**src/rtl/frag_pkg.sv**
```systemverilog
package frag_pkg;

  typedef enum logic {
    ST_IDLE,
    ST_OPEN
  } trk_state_e;

  typedef enum logic [2:0] {
    J_NONE,
    J_START,
    J_ADV,
    J_LAST,
    J_MISS,
    J_FOREIGN
  } judge_e;

  typedef struct packed {
    logic done;
    logic miss;
    logic foreign;
    logic tmo;
    logic cerr;
  } trk_evt_t;

  function automatic logic [1:0] next_num(input logic [1:0] n);
    return (n == 2'd2) ? 2'd0 : n + 2'd1;
  endfunction

endpackage

```
**src/rtl/frag_judge.sv**
```systemverilog
module frag_judge
  import frag_pkg::*;
#(
  parameter int MSG_W = 8
) (
  input  logic             accept,
  input  logic             is_open,
  input  logic [MSG_W-1:0] cur_msg,
  input  logic [1:0]       exp_num,
  input  logic [MSG_W-1:0] in_msg,
  input  logic [1:0]       in_num,
  input  logic             in_cont,
  output judge_e           verdict
);

  always_comb begin
    verdict = J_NONE;
    if (accept) begin
      if (!is_open) begin
        if (in_num != 2'd0)    verdict = J_MISS;
        else if (in_cont)      verdict = J_START;
        else                   verdict = J_LAST;
      end else if (in_msg != cur_msg) begin
        verdict = J_FOREIGN;
      end else if (in_num != exp_num) begin
        verdict = J_MISS;
      end else if (in_cont) begin
        verdict = J_ADV;
      end else begin
        verdict = J_LAST;
      end
    end
  end

endmodule

```
**src/rtl/frag_gap.sv**
```systemverilog
module frag_gap #(
  parameter int SHORT_LIM = 32,
  parameter int LONG_LIM  = 128
) (
  input  logic clk,
  input  logic rst_n,
  input  logic run,
  input  logic restart,
  input  logic tick,
  input  logic long_mode,
  output logic expire
);

  localparam int CW = $clog2(LONG_LIM + 1);

  logic [CW-1:0] cnt;
  logic [CW-1:0] lim;

  assign lim    = long_mode ? CW'(LONG_LIM) : CW'(SHORT_LIM);
  assign expire = run && !restart && tick && (cnt == lim - CW'(1));

  always_ff @(posedge clk) begin
    if (!rst_n)                        cnt <= '0;
    else if (!run || restart || expire) cnt <= '0;
    else if (tick)                     cnt <= cnt + CW'(1);
  end

  assert_gap_bound_R8: assert property (@(posedge clk) disable iff (!rst_n)
    cnt < CW'(LONG_LIM));

  assert_gap_idle_R8: assert property (@(posedge clk) disable iff (!rst_n)
    !run |=> cnt == '0);

endmodule

```
**src/rtl/frag_seq.sv**
```systemverilog
module frag_seq
  import frag_pkg::*;
#(
  parameter int MSG_W = 8
) (
  input  logic             clk,
  input  logic             rst_n,
  input  judge_e           verdict,
  input  logic             expire,
  input  logic             accept,
  input  logic             in_ok,
  input  logic             in_cont,
  input  logic [MSG_W-1:0] in_msg,
  input  logic [1:0]       in_num,
  output logic             is_open,
  output logic [MSG_W-1:0] cur_msg,
  output logic [1:0]       exp_num,
  output logic             restart,
  output trk_evt_t         evt
);

  trk_state_e st;
  logic       in_seq;

  assign is_open = (st == ST_OPEN);
  assign in_seq  = (verdict == J_START) || (verdict == J_ADV) || (verdict == J_LAST);
  assign restart = in_seq || (verdict == J_MISS);

  always_ff @(posedge clk) begin
    if (!rst_n) begin
      st      <= ST_IDLE;
      cur_msg <= '0;
      exp_num <= 2'd0;
      evt     <= '0;
    end else begin
      evt      <= '0;
      evt.cerr <= in_seq && !in_ok;
      unique case (verdict)
        J_START, J_ADV: begin
          st      <= ST_OPEN;
          cur_msg <= in_msg;
          exp_num <= next_num(in_num);
        end
        J_LAST: begin
          st       <= ST_IDLE;
          exp_num  <= 2'd0;
          evt.done <= 1'b1;
        end
        J_MISS: begin
          st       <= ST_IDLE;
          exp_num  <= 2'd0;
          evt.miss <= 1'b1;
        end
        J_FOREIGN: begin
          evt.foreign <= 1'b1;
        end
        default: ;
      endcase
      if (expire && !restart) begin
        st      <= ST_IDLE;
        exp_num <= 2'd0;
        evt.tmo <= 1'b1;
      end
    end
  end

  assert_exp_range_R4: assert property (@(posedge clk) disable iff (!rst_n)
    exp_num != 2'd3);

  assert_done_src_R4: assert property (@(posedge clk) disable iff (!rst_n)
    evt.done |-> $past(accept && !in_cont));

  assert_foreign_keep_R6: assert property (@(posedge clk) disable iff (!rst_n)
    evt.foreign |-> (cur_msg == $past(cur_msg)) && (exp_num == $past(exp_num)));

  assert_cerr_src_R7: assert property (@(posedge clk) disable iff (!rst_n)
    evt.cerr |-> $past(accept && !in_ok));

endmodule

```
**src/rtl/frag_track.sv**
```systemverilog
module frag_track
  import frag_pkg::*;
#(
  parameter int MSG_W     = 8,
  parameter int SHORT_GAP = 32,
  parameter int LONG_GAP  = 128
) (
  input  logic             clk,
  input  logic             rst_n,
  input  logic             frag_valid,
  output logic             frag_ready,
  input  logic [MSG_W-1:0] frag_msg,
  input  logic [1:0]       frag_num,
  input  logic             frag_cont,
  input  logic             frag_ok,
  input  logic             frame_tick,
  input  logic             long_gap,
  output logic             msg_open,
  output logic             msg_done,
  output logic             frag_miss,
  output logic             foreign_msg,
  output logic             gap_expired,
  output logic             crc_err
);

  logic             accept;
  logic             is_open;
  logic [MSG_W-1:0] cur_msg;
  logic [1:0]       exp_num;
  logic             restart;
  logic             expire;
  judge_e           verdict;
  trk_evt_t         evt;

  always_ff @(posedge clk) begin
    if (!rst_n) frag_ready <= 1'b0;
    else        frag_ready <= 1'b1;
  end

  assign accept = frag_valid && frag_ready;

  frag_judge #(.MSG_W(MSG_W)) u_judge (
    .accept  (accept),
    .is_open (is_open),
    .cur_msg (cur_msg),
    .exp_num (exp_num),
    .in_msg  (frag_msg),
    .in_num  (frag_num),
    .in_cont (frag_cont),
    .verdict (verdict)
  );

  frag_gap #(.SHORT_LIM(SHORT_GAP), .LONG_LIM(LONG_GAP)) u_gap (
    .clk       (clk),
    .rst_n     (rst_n),
    .run       (is_open),
    .restart   (restart),
    .tick      (frame_tick),
    .long_mode (long_gap),
    .expire    (expire)
  );

  frag_seq #(.MSG_W(MSG_W)) u_seq (
    .clk     (clk),
    .rst_n   (rst_n),
    .verdict (verdict),
    .expire  (expire),
    .accept  (accept),
    .in_ok   (frag_ok),
    .in_cont (frag_cont),
    .in_msg  (frag_msg),
    .in_num  (frag_num),
    .is_open (is_open),
    .cur_msg (cur_msg),
    .exp_num (exp_num),
    .restart (restart),
    .evt     (evt)
  );

  assign msg_open    = is_open;
  assign msg_done    = evt.done;
  assign frag_miss   = evt.miss;
  assign foreign_msg = evt.foreign;
  assign gap_expired = evt.tmo;
  assign crc_err     = evt.cerr;

  assert_excl_R2: assert property (@(posedge clk) disable iff (!rst_n)
    $onehot0({msg_done, frag_miss, gap_expired}));

  assert_tmo_tick_R8: assert property (@(posedge clk) disable iff (!rst_n)
    gap_expired |-> $past(frame_tick) && !msg_open);

  assert_foreign_open_R6: assert property (@(posedge clk) disable iff (!rst_n)
    foreign_msg |-> $past(msg_open));

  assert_ready_R2: assert property (@(posedge clk) disable iff (!rst_n)
    frag_ready |=> frag_ready);

endmodule

```
**config.mk**
```make
export PLATFORM = sky130hd
export DESIGN_NAME = frag_track
export DESIGN_NICKNAME = d
export VERILOG_FILES = /design/src/rtl/frag_pkg.sv /design/src/rtl/frag_judge.sv /design/src/rtl/frag_gap.sv /design/src/rtl/frag_seq.sv /design/src/rtl/frag_track.sv
export SDC_FILE = /design/constraint.sdc
export NUM_CORES = 1
export LEC_CHECK = 0
export CAP_MARGIN = 20
export CORE_UTILIZATION = 55
export CTS_BUF_LIST = sky130_fd_sc_hd__clkbuf_4
export DETAILED_ROUTE_END_ITERATION = 10
export PLACE_DENSITY = 0.84
export REMOVE_ABC_BUFFERS = 1
export SYNTH_ARGS = -nofsm -noshare
export SYNTH_HDL_FRONTEND = slang
export SYNTH_SLANG_ARGS = --single-unit
```
**constraint.sdc**
```tcl
create_clock -name clk -period 4.8 [get_ports clk]
set_clock_uncertainty 0.15 [all_clocks]
set_input_delay 1.44 -clock clk [delete_from_list [all_inputs] [get_ports clk]]
set_output_delay 1.44 -clock clk [all_outputs]
set_load 0.01 [all_outputs]
```
==> results.txt, run 1 <==
The category of cells accounting for the largest share of critical-path delay is buffers and inverters. The tools report the multi-input gate area in the final layout as 606 um2. In this run the power density over the cells is 244 nW/um2. The run gives 2.41 ns as the setup slack on the worst flop-to-flop path. The number of filler instances in the final layout was 136. For the global routing usage on met2, the log shows 0.342. The tools report the number of levels the H-tree was split into as 1.

The first global-routing pass estimated 3140 um of wire. The number of port buffers was 23. Counting both buffers and inverters, the worst setup path holds a total of 2. Entering global routing, the biggest net connects 23 pins. The average instance in the mapped netlist occupies 9.32 um2. At the end of routability-driven placement, the weighted congestion stood at 0.798. The run gives 25 as the count of clock tree sinks.

The detailed-route vias per instance is 5.35. Max-cap violations in this run came to 0. In this run the count of I/O pins placed on the die edge is 24.

For the worst-skew pair, the clock arrives at the later sink with an insertion delay of 0.32 ns. The initial core utilization is 0.614, and the count of flip-flops with a built-in enable after synthesis is 0. The destination of the worst hold path was u_seq.cur_msg[7]$_SDFFE_PN0P_. The clock network fraction of total power was 0.274.

The number of hold-slack violations in the final timing report was 0; the setup slack of the critical path after layout was 1.20 ns. The average wire per standard cell is 11.8 um, and the clock-pin slew on the worst setup and hold paths is 0.13 ns. Combinational power share: 0.109.

CTS placed an instance of clkbuf_4 at the clock tree root. From bottom edge to top edge, the die measures 47.1 um. The final routed DRC violation total was 0. The global-route met1 utilization is 0.255, and the initial antenna violation count is 0. In this run, synthesis produced a sequential element count of 25. For this design the total switching power over the nets is 80.0 uW.

Once the clock tree was built, the setup fixing pass inserted 0 buffers. In this run, post-CTS repair resized a total of 0 instances. After synthesis, the cell types taking the most area are dfxtp_1 45%, xor2_1 9.4%, mux2i_1 8.1%, nand2_1 6.7%, xnor2_1 3.9%.

The detailed-route via count is 909, and the netlist area before placement is 1120 um2. The tools report the highest clock frequency the design can meet as 278 MHz. The number of slew-limit violations in the final report came out at 0. Buffers inserted during clock tree synthesis total 3. The run gives 0.523 as the relative max-transition margin.

After floorplanning, the core was sized to cover 1820 um2. Adding up every negative setup slack in the final design gives 0 ns. Cell internal power was estimated by the tool at 263 uW. The area growth from synthesis to layout is 25.6%. Across the whole layout, storage elements account for 500 um2.

The Yosys step of the flow raised 0 warnings. The post-layout minimum cycle time works out to 3.60 ns. The critical path goes through clkdlybuf4s50_1 > xor2_1 > nor4_2 > nand3_1 > o31ai_1 > buf_4 > mux2i_1.

IR analysis of the VDD net gives a maximum drop of 0.207 mV. For the detailed-router iteration count before antenna repair, the log shows 4. Setup violations remaining at the end of the flow were counted as 0.

Of all nets on the critical path, the largest fanout is 7. Measured along the x axis, the die boundary spans 47.1 um. Setup repair after global routing left no endpoint under its margin. The worst register-to-register path ends at u_seq.cur_msg[1]$_SDFFE_PN0P_.

Summed over all instances, the cell type with the most area after synthesis is dfxtp_1. The predominant post-synthesis flop cell was dfxtp_1. The sequential fraction of design power is 0.617, and the area share of the largest cell type after synthesis is 0.447.

Standard cell with the maximum stage delay on the critical path: o31ai_1. After the last flow step, the layout net total stands at 164. TritonCTS built the clock tree.

The proportion of register bits with asynchronous set or reset after synthesis is 0. The layer flagged by global routing as most heavily used is met2. After the first detailed-routing iteration, the DRC count stood at 18. The run finished with clean final reports. The critical path class is in2reg. At the pin with the least slew margin, the transition time is 0.713 ns. Summed over all layers, the routed wires come to 2010 um. The sort of element at the end of the critical path is a register. The number of buffers added to fix hold violations after cts came out at 0. STA classifies the critical path startpoint as an input pin.

The startpoint of the lowest-slack register-to-register path is u_seq.cur_msg[6]$_SDFFE_PN0P_. The deepest clock path buffer count is 2, and the leftover overflow at the end of global routing is 0. The part of the cycle the worst path needs was 0.749; the remaining number of nets flagged by the antenna check after routing was 0. At the placement stage, the worst setup path has a slack of 0.871 ns.

The distinct cell type count of the synthesized netlist was 31. The number of global-route vias before repair was 759; the instance count along the most critical hold path was 2. The fraction of power spent switching nets is 0.234.

The met3 capacity usage during global routing is 0.0462, and the data required time at the worst endpoint is 4.91 ns. Class of the worst hold path: reg2reg. The depth of the worst register-to-register path was 6; the number of core rows was 15.

The repair_antennas step left the layout with diodes totalling 0. The startpoint identified for the worst hold timing path is u_seq.cur_msg[7]$_SDFFE_PN0P_. The stage delay of the slowest cell on the critical path works out to 0.61 ns. The share of layout cells above drive strength 1 came out at 0.0621.

The overall global routing resource usage was 0.202; the gate count of the mapped netlist was 120. Detailed placement ended at an HPWL of 1480 um. Static leakage: 0.498 nW.

For the die footprint, the log shows 2220 um2. The tools report the post-synthesis sequential area ratio as 0.447. The arrival time at the worst endpoint is 3.70 ns.
==> layout make-up <==
type                            instances  area share
Tap cell                               25      0.0223
Multi-Input combinational cell         92       0.431
Clock inverter                          1     0.00534
Timing Repair Buffer                   24       0.169
Clock buffer                            3      0.0160
Sequential cell                        25       0.356
==> how the worst max path moves through the flow <==
stage | depth (start not counted) | endpoint | from
final | 7 | u_seq.cur_msg[1]$_SDFFE_PN0P_ | frag_msg[6]
after global routing | 7 | u_seq.cur_msg[1]$_SDFFE_PN0P_ | frag_msg[5]
after CTS | 7 | u_seq.cur_msg[5]$_SDFFE_PN0P_ | frag_msg[5]
after detailed placement | 7 | u_seq.cur_msg[1]$_SDFFE_PN0P_ | frag_msg[5]
after global placement | 7 | u_seq.cur_msg[1]$_SDFFE_PN0P_ | frag_msg[6]
after floorplan | 5 | u_seq.cur_msg[0]$_SDFFE_PN0P_ | frag_msg[5]
==> cells in the final DEF (no fill, tap or decap), types with 2 or more instances in the layout <==
cell type / Yosys / layout
a21oi_1: 2 / 2
clkbuf_4: 0 / 3
clkdlybuf4s50_1: 0 / 23
dfxtp_1: 25 / 25
mux2i_1: 9 / 9
nand2_1: 20 / 20
nand3_1: 6 / 6
nand4_1: 3 / 3
nor2_1: 10 / 10
nor3b_1: 2 / 2
nor4_2: 2 / 2
o21ai_0: 2 / 2
or3_1: 2 / 2
or4_1: 2 / 2
xnor2_1: 5 / 5
xor2_1: 12 / 12
==> through the flow <==
stage          utilization  total power [mW]  std cells  hold WS, ns  cell area, um2
3_5_place_dp         0.755             0.253        166        0.320            1380
4_1_cts              0.772             0.346        170        0.337            1410
2_1_floorplan            -             0.230        117        0.296            1110
5_1_grt              0.772             0.360        170        0.344            1410
3_3_place_gp         0.755             0.252        166        0.304            1380
6_report             0.772             0.343        170        0.334            1410
==> registers in the layout (all words and copies together), names as in the netlist <==
signal,count
frag_ready,1
u_gap.cnt,8
u_seq.cur_msg,8
u_seq.evt,5
u_seq.exp_num,2
u_seq.is_open,1
==> Yosys cell counts (2+ instances only) <==
cell type and count:
nand3_1 6, o21ai_0 2, xnor2_1 5, nand4_1 3
nor4_2 2, a21oi_1 2, or4_1 2, or3_1 2
dfxtp_1 25, nor3b_1 2, nand2_1 20, mux2i_1 9
nor2_1 10, xor2_1 12, clkbuf_1 2
==> kinds of logic (layout without fill, tap and decap cells) <==
logic type / Yosys count / count (layout) / synth area share
simple gates: 53 / 53 / 0.237
xor+xnor: 17 / 17 / 0.133
flops: 25 / 25 / 0.447
buf+inv: 3 / 28 / 0.0112
compound gates: 12 / 12 / 0.0794
fa+ha+maj: 1 / 1 / 0.0112
mux: 9 / 9 / 0.0805
==> power groups by stage <==
stage / combinational [mW] / sequential (mW) / clock (mW)
global placement: 0.0363 / 0.216 / 0
global route: 0.0406 / 0.212 / 0.108
floorplan: 0.0137 / 0.216 / 0
CTS: 0.0371 / 0.211 / 0.0972
finish: 0.0372 / 0.211 / 0.0940
detailed placement: 0.0369 / 0.216 / 0
==> worst reg2reg max path, cell delays in order (launching register included) <==
cell and delay, ns:
dfxtp_1 0.34, xor2_1 0.16, nor4_2 0.33, nand3_1 0.26, o31ai_1 0.61, buf_4 0.28, mux2i_1 0.20
==> metal layers <==
layer	routed length (um)	part of all wire
met1	903	0.45
met2	974	0.48
met3	102	0.051
met4	29	0.014
met5	0	0
No activity file was read; power rests on OpenSTA's default activity.
==> inputs of run 2 (changes only) <==
--- a/config.mk
+++ b/config.mk
@@ -6,10 +6,10 @@
 export NUM_CORES = 1
 export LEC_CHECK = 0
 export CAP_MARGIN = 20
-export CORE_UTILIZATION = 55
+export CORE_UTILIZATION = 51
 export CTS_BUF_LIST = sky130_fd_sc_hd__clkbuf_4
 export DETAILED_ROUTE_END_ITERATION = 10
-export PLACE_DENSITY = 0.84
+export PLACE_DENSITY = 0.78
 export REMOVE_ABC_BUFFERS = 1
 export SYNTH_ARGS = -nofsm -noshare
 export SYNTH_HDL_FRONTEND = slang
==> constraint.sdc (replaced) <==
create_clock -name clk -period 3.6 [get_ports clk]
set_clock_uncertainty 0.15 [all_clocks]
set_input_delay 1.08 -clock clk [delete_from_list [all_inputs] [get_ports clk]]
set_output_delay 1.08 -clock clk [all_outputs]
set_load 0.01 [all_outputs]
==> run 2 against run 1 <==
- combinational power is 38% higher
- non-clock buffer count is 3 higher
- setup slack worse by 0.56 ns
- cell count is 2.9% higher
- wire length is 4.0% higher
==> results.txt, run 2 (same netlist as run 1, synthesis figures left out) <==
The number of levels the H-tree was split into was 1; the final count of negative-setup-slack endpoints was 0. Total power for the finished layout comes to 459 uW. Measured along the x axis, the die boundary spans 48.8 um. The smallest clock period supported by the final layout is computed as 2.96 ns.

Clock latency on the worst-skew pair, taken at its later pin, is 0.31 ns. The final net count was 167. Hold repair after CTS inserted 0 buffers. The overall global routing resource usage was 0.194; the number of slew-limit violations in the final report was 0. Setup repair after global routing left no endpoint under its margin.

For the number of global-route vias before repair, the log shows 874. The initial core utilization is 0.559, and the core footprint is 2000 um2. In the routed design, unresolved DRC markers number 0. The share of layout cells above drive strength 1 came out at 0.0811. The initial antenna violation count is 0. The DRC violation total after the first TritonRoute iteration came out at 11.

After detailed placement, the total cell area comes to 1400 um2. In this run the power density over the cells is 321 nW/um2. Summed over all layers, the global routing overflow is 0. The final weighted congestion in routability-driven placement was 0.785; the detailed placer's ending HPWL was 1640 um. The deepest clock path buffer count was 2; the depth of the worst register-to-register path was 6. Leaving out fill and tap cells, the most frequent cell in the layout is dfxtp_1.

The power spent charging and discharging nets is 108 uW. The worst hold-check slack is 0.326 ns. The average wire per standard cell came out at 11.9 um. The actual slew at the worst max-slew pin is 0.451 ns, and the part of the cycle the worst path needs is 0.822. The first-pass GRT wire length was 3570 um.

The logs give 25 for the count of clock tree sinks and 338 MHz for the highest clock frequency the design can meet. The post-CTS repair timing setup buffer count is 0. The class of the worst hold path was reg2reg.

The post-route core utilization is 0.714, and the arrival time at the worst endpoint is 3.06 ns. The peak supply drop is 0.257 mV. Setup total negative slack on the finished layout was measured at 0 ns. The remaining number of nets flagged by the antenna check after routing was 0; the fraction of power spent switching nets was 0.236. CTS placed an instance of clkbuf_4 at the clock tree root. The worst setup path is of the in2reg kind. Clock-pin slew was measured on the worst setup and hold paths at 0.14 ns.

In this run the tool buffered the top-level ports with 23 buffer cells. The sort of element at the end of the critical path is a register. The tools report the largest net degree at the start of global routing as 16. The area growth from synthesis to layout is 27.9%. TritonCTS built the clock tree.

The internal portion of the total power is 351 uW. The count of cells in the finished layout, fillers not included, comes to 175. The flow ran to the end, and the final reports show no timing, DRC or antenna violations.

Setup slack of the critical path after layout: 0.640 ns. In the layout the commonest cells are 25 x dfxtp_1, 23 x clkdlybuf4s50_1, 20 x nand2_1, 12 x xor2_1, 10 x nor2_1. The static leakage is 0.512 nW. The number of filler instances in the final layout is 157, and the data required time at the worst endpoint is 3.70 ns. In the final layout, the registers with the most flip-flops are u_gap.cnt: 8 flops, u_seq.cur_msg: 8 flops, u_seq.evt: 5 flops. The run gives 0.304 ns as the post-placement worst setup slack.

After clock tree synthesis, the repair step resized 0 gates. The run gives 917 as the detailed-route via count. For this run, the detailed router's first-pass iteration total came to 4. Clock tree synthesis inserted a total of 3 buffers.

0 antenna diodes ended up in the layout. The sequential fraction of design power came out at 0.614. The worst hold path was traced through 2 stages.

The die covers 2380 um2. The clock network fraction of total power was 0.275; the instance count after placement with tap cells included was 171. After routing the design area is 1430 um2. The overall routed net length was 2090 um. For the relative max-transition margin, the log shows 0.699. The worst setup path is launched from an input pin. For the number of hold-slack violations in the final timing report, the log shows 0.

The combinational power share was 0.111. For this design the top-level I/O count stands at 24. The detailed-route vias per instance is 5.24, and the worst-path maximum fanout is 7. Across the run, the number of max-cap violations was 0. The die height was 48.8 um; the number of core rows was 16.
## run 2: cell types whose count changed in the layout (fill, tap and decap cells not counted)
cell,previous run,this run
buf_4,1,4
## run 2: layout make-up
| cell class | instances | area [um2] | share of cell area |
|---|---|---|---|
| multi-input cells | 92 | 606 | 0.423 |
| clock buffers | 3 | 22.5 | 0.0157 |
| well taps | 27 | 33.8 | 0.0236 |
| flip-flops and latches | 25 | 500 | 0.350 |
| clock inverters | 1 | 7.51 | 0.00525 |
| repair buffers | 27 | 260 | 0.182 |
## run 2: worst paths after layout
| check | from | slack [ns] | to |
|---|---|---|---|
| worst min register to register | u_seq.cur_msg[3]$_SDFFE_PN0P_ | 0.33 | u_seq.cur_msg[3]$_SDFFE_PN0P_ |
| worst max-delay path | frag_msg[5] | 0.64 | u_seq.cur_msg[5]$_SDFFE_PN0P_ |
| worst max register to register | u_seq.cur_msg[5]$_SDFFE_PN0P_ | 1.49 | u_seq.cur_msg[5]$_SDFFE_PN0P_ |
| worst min-delay path | u_seq.cur_msg[3]$_SDFFE_PN0P_ | 0.33 | u_seq.cur_msg[3]$_SDFFE_PN0P_ |
## run 2: critical path: stages
cell and delay, ns:
clkdlybuf4s50_1 0.44, xor2_1 0.16, nor4_2 0.31, nand3_1 0.27, o31ai_1 0.38, buf_4 0.23, mux2i_1 0.20
## run 2: per-layer routing
layer	share of wire	track usage
met5	0	0
met4	0.018	0.0882
met3	0.036	0.0312
met2	0.49	0.343
met1	0.45	0.229
## run 2: power groups by stage
stage          Combinational, mW  Clock [mW]  Sequential [mW]
6_report                  0.0512       0.126            0.282
5_1_grt                   0.0559       0.140            0.283
4_1_cts                   0.0517       0.130            0.282
3_5_place_dp              0.0513           0            0.288
3_3_place_gp              0.0499           0            0.288
2_1_floorplan             0.0183           0            0.288
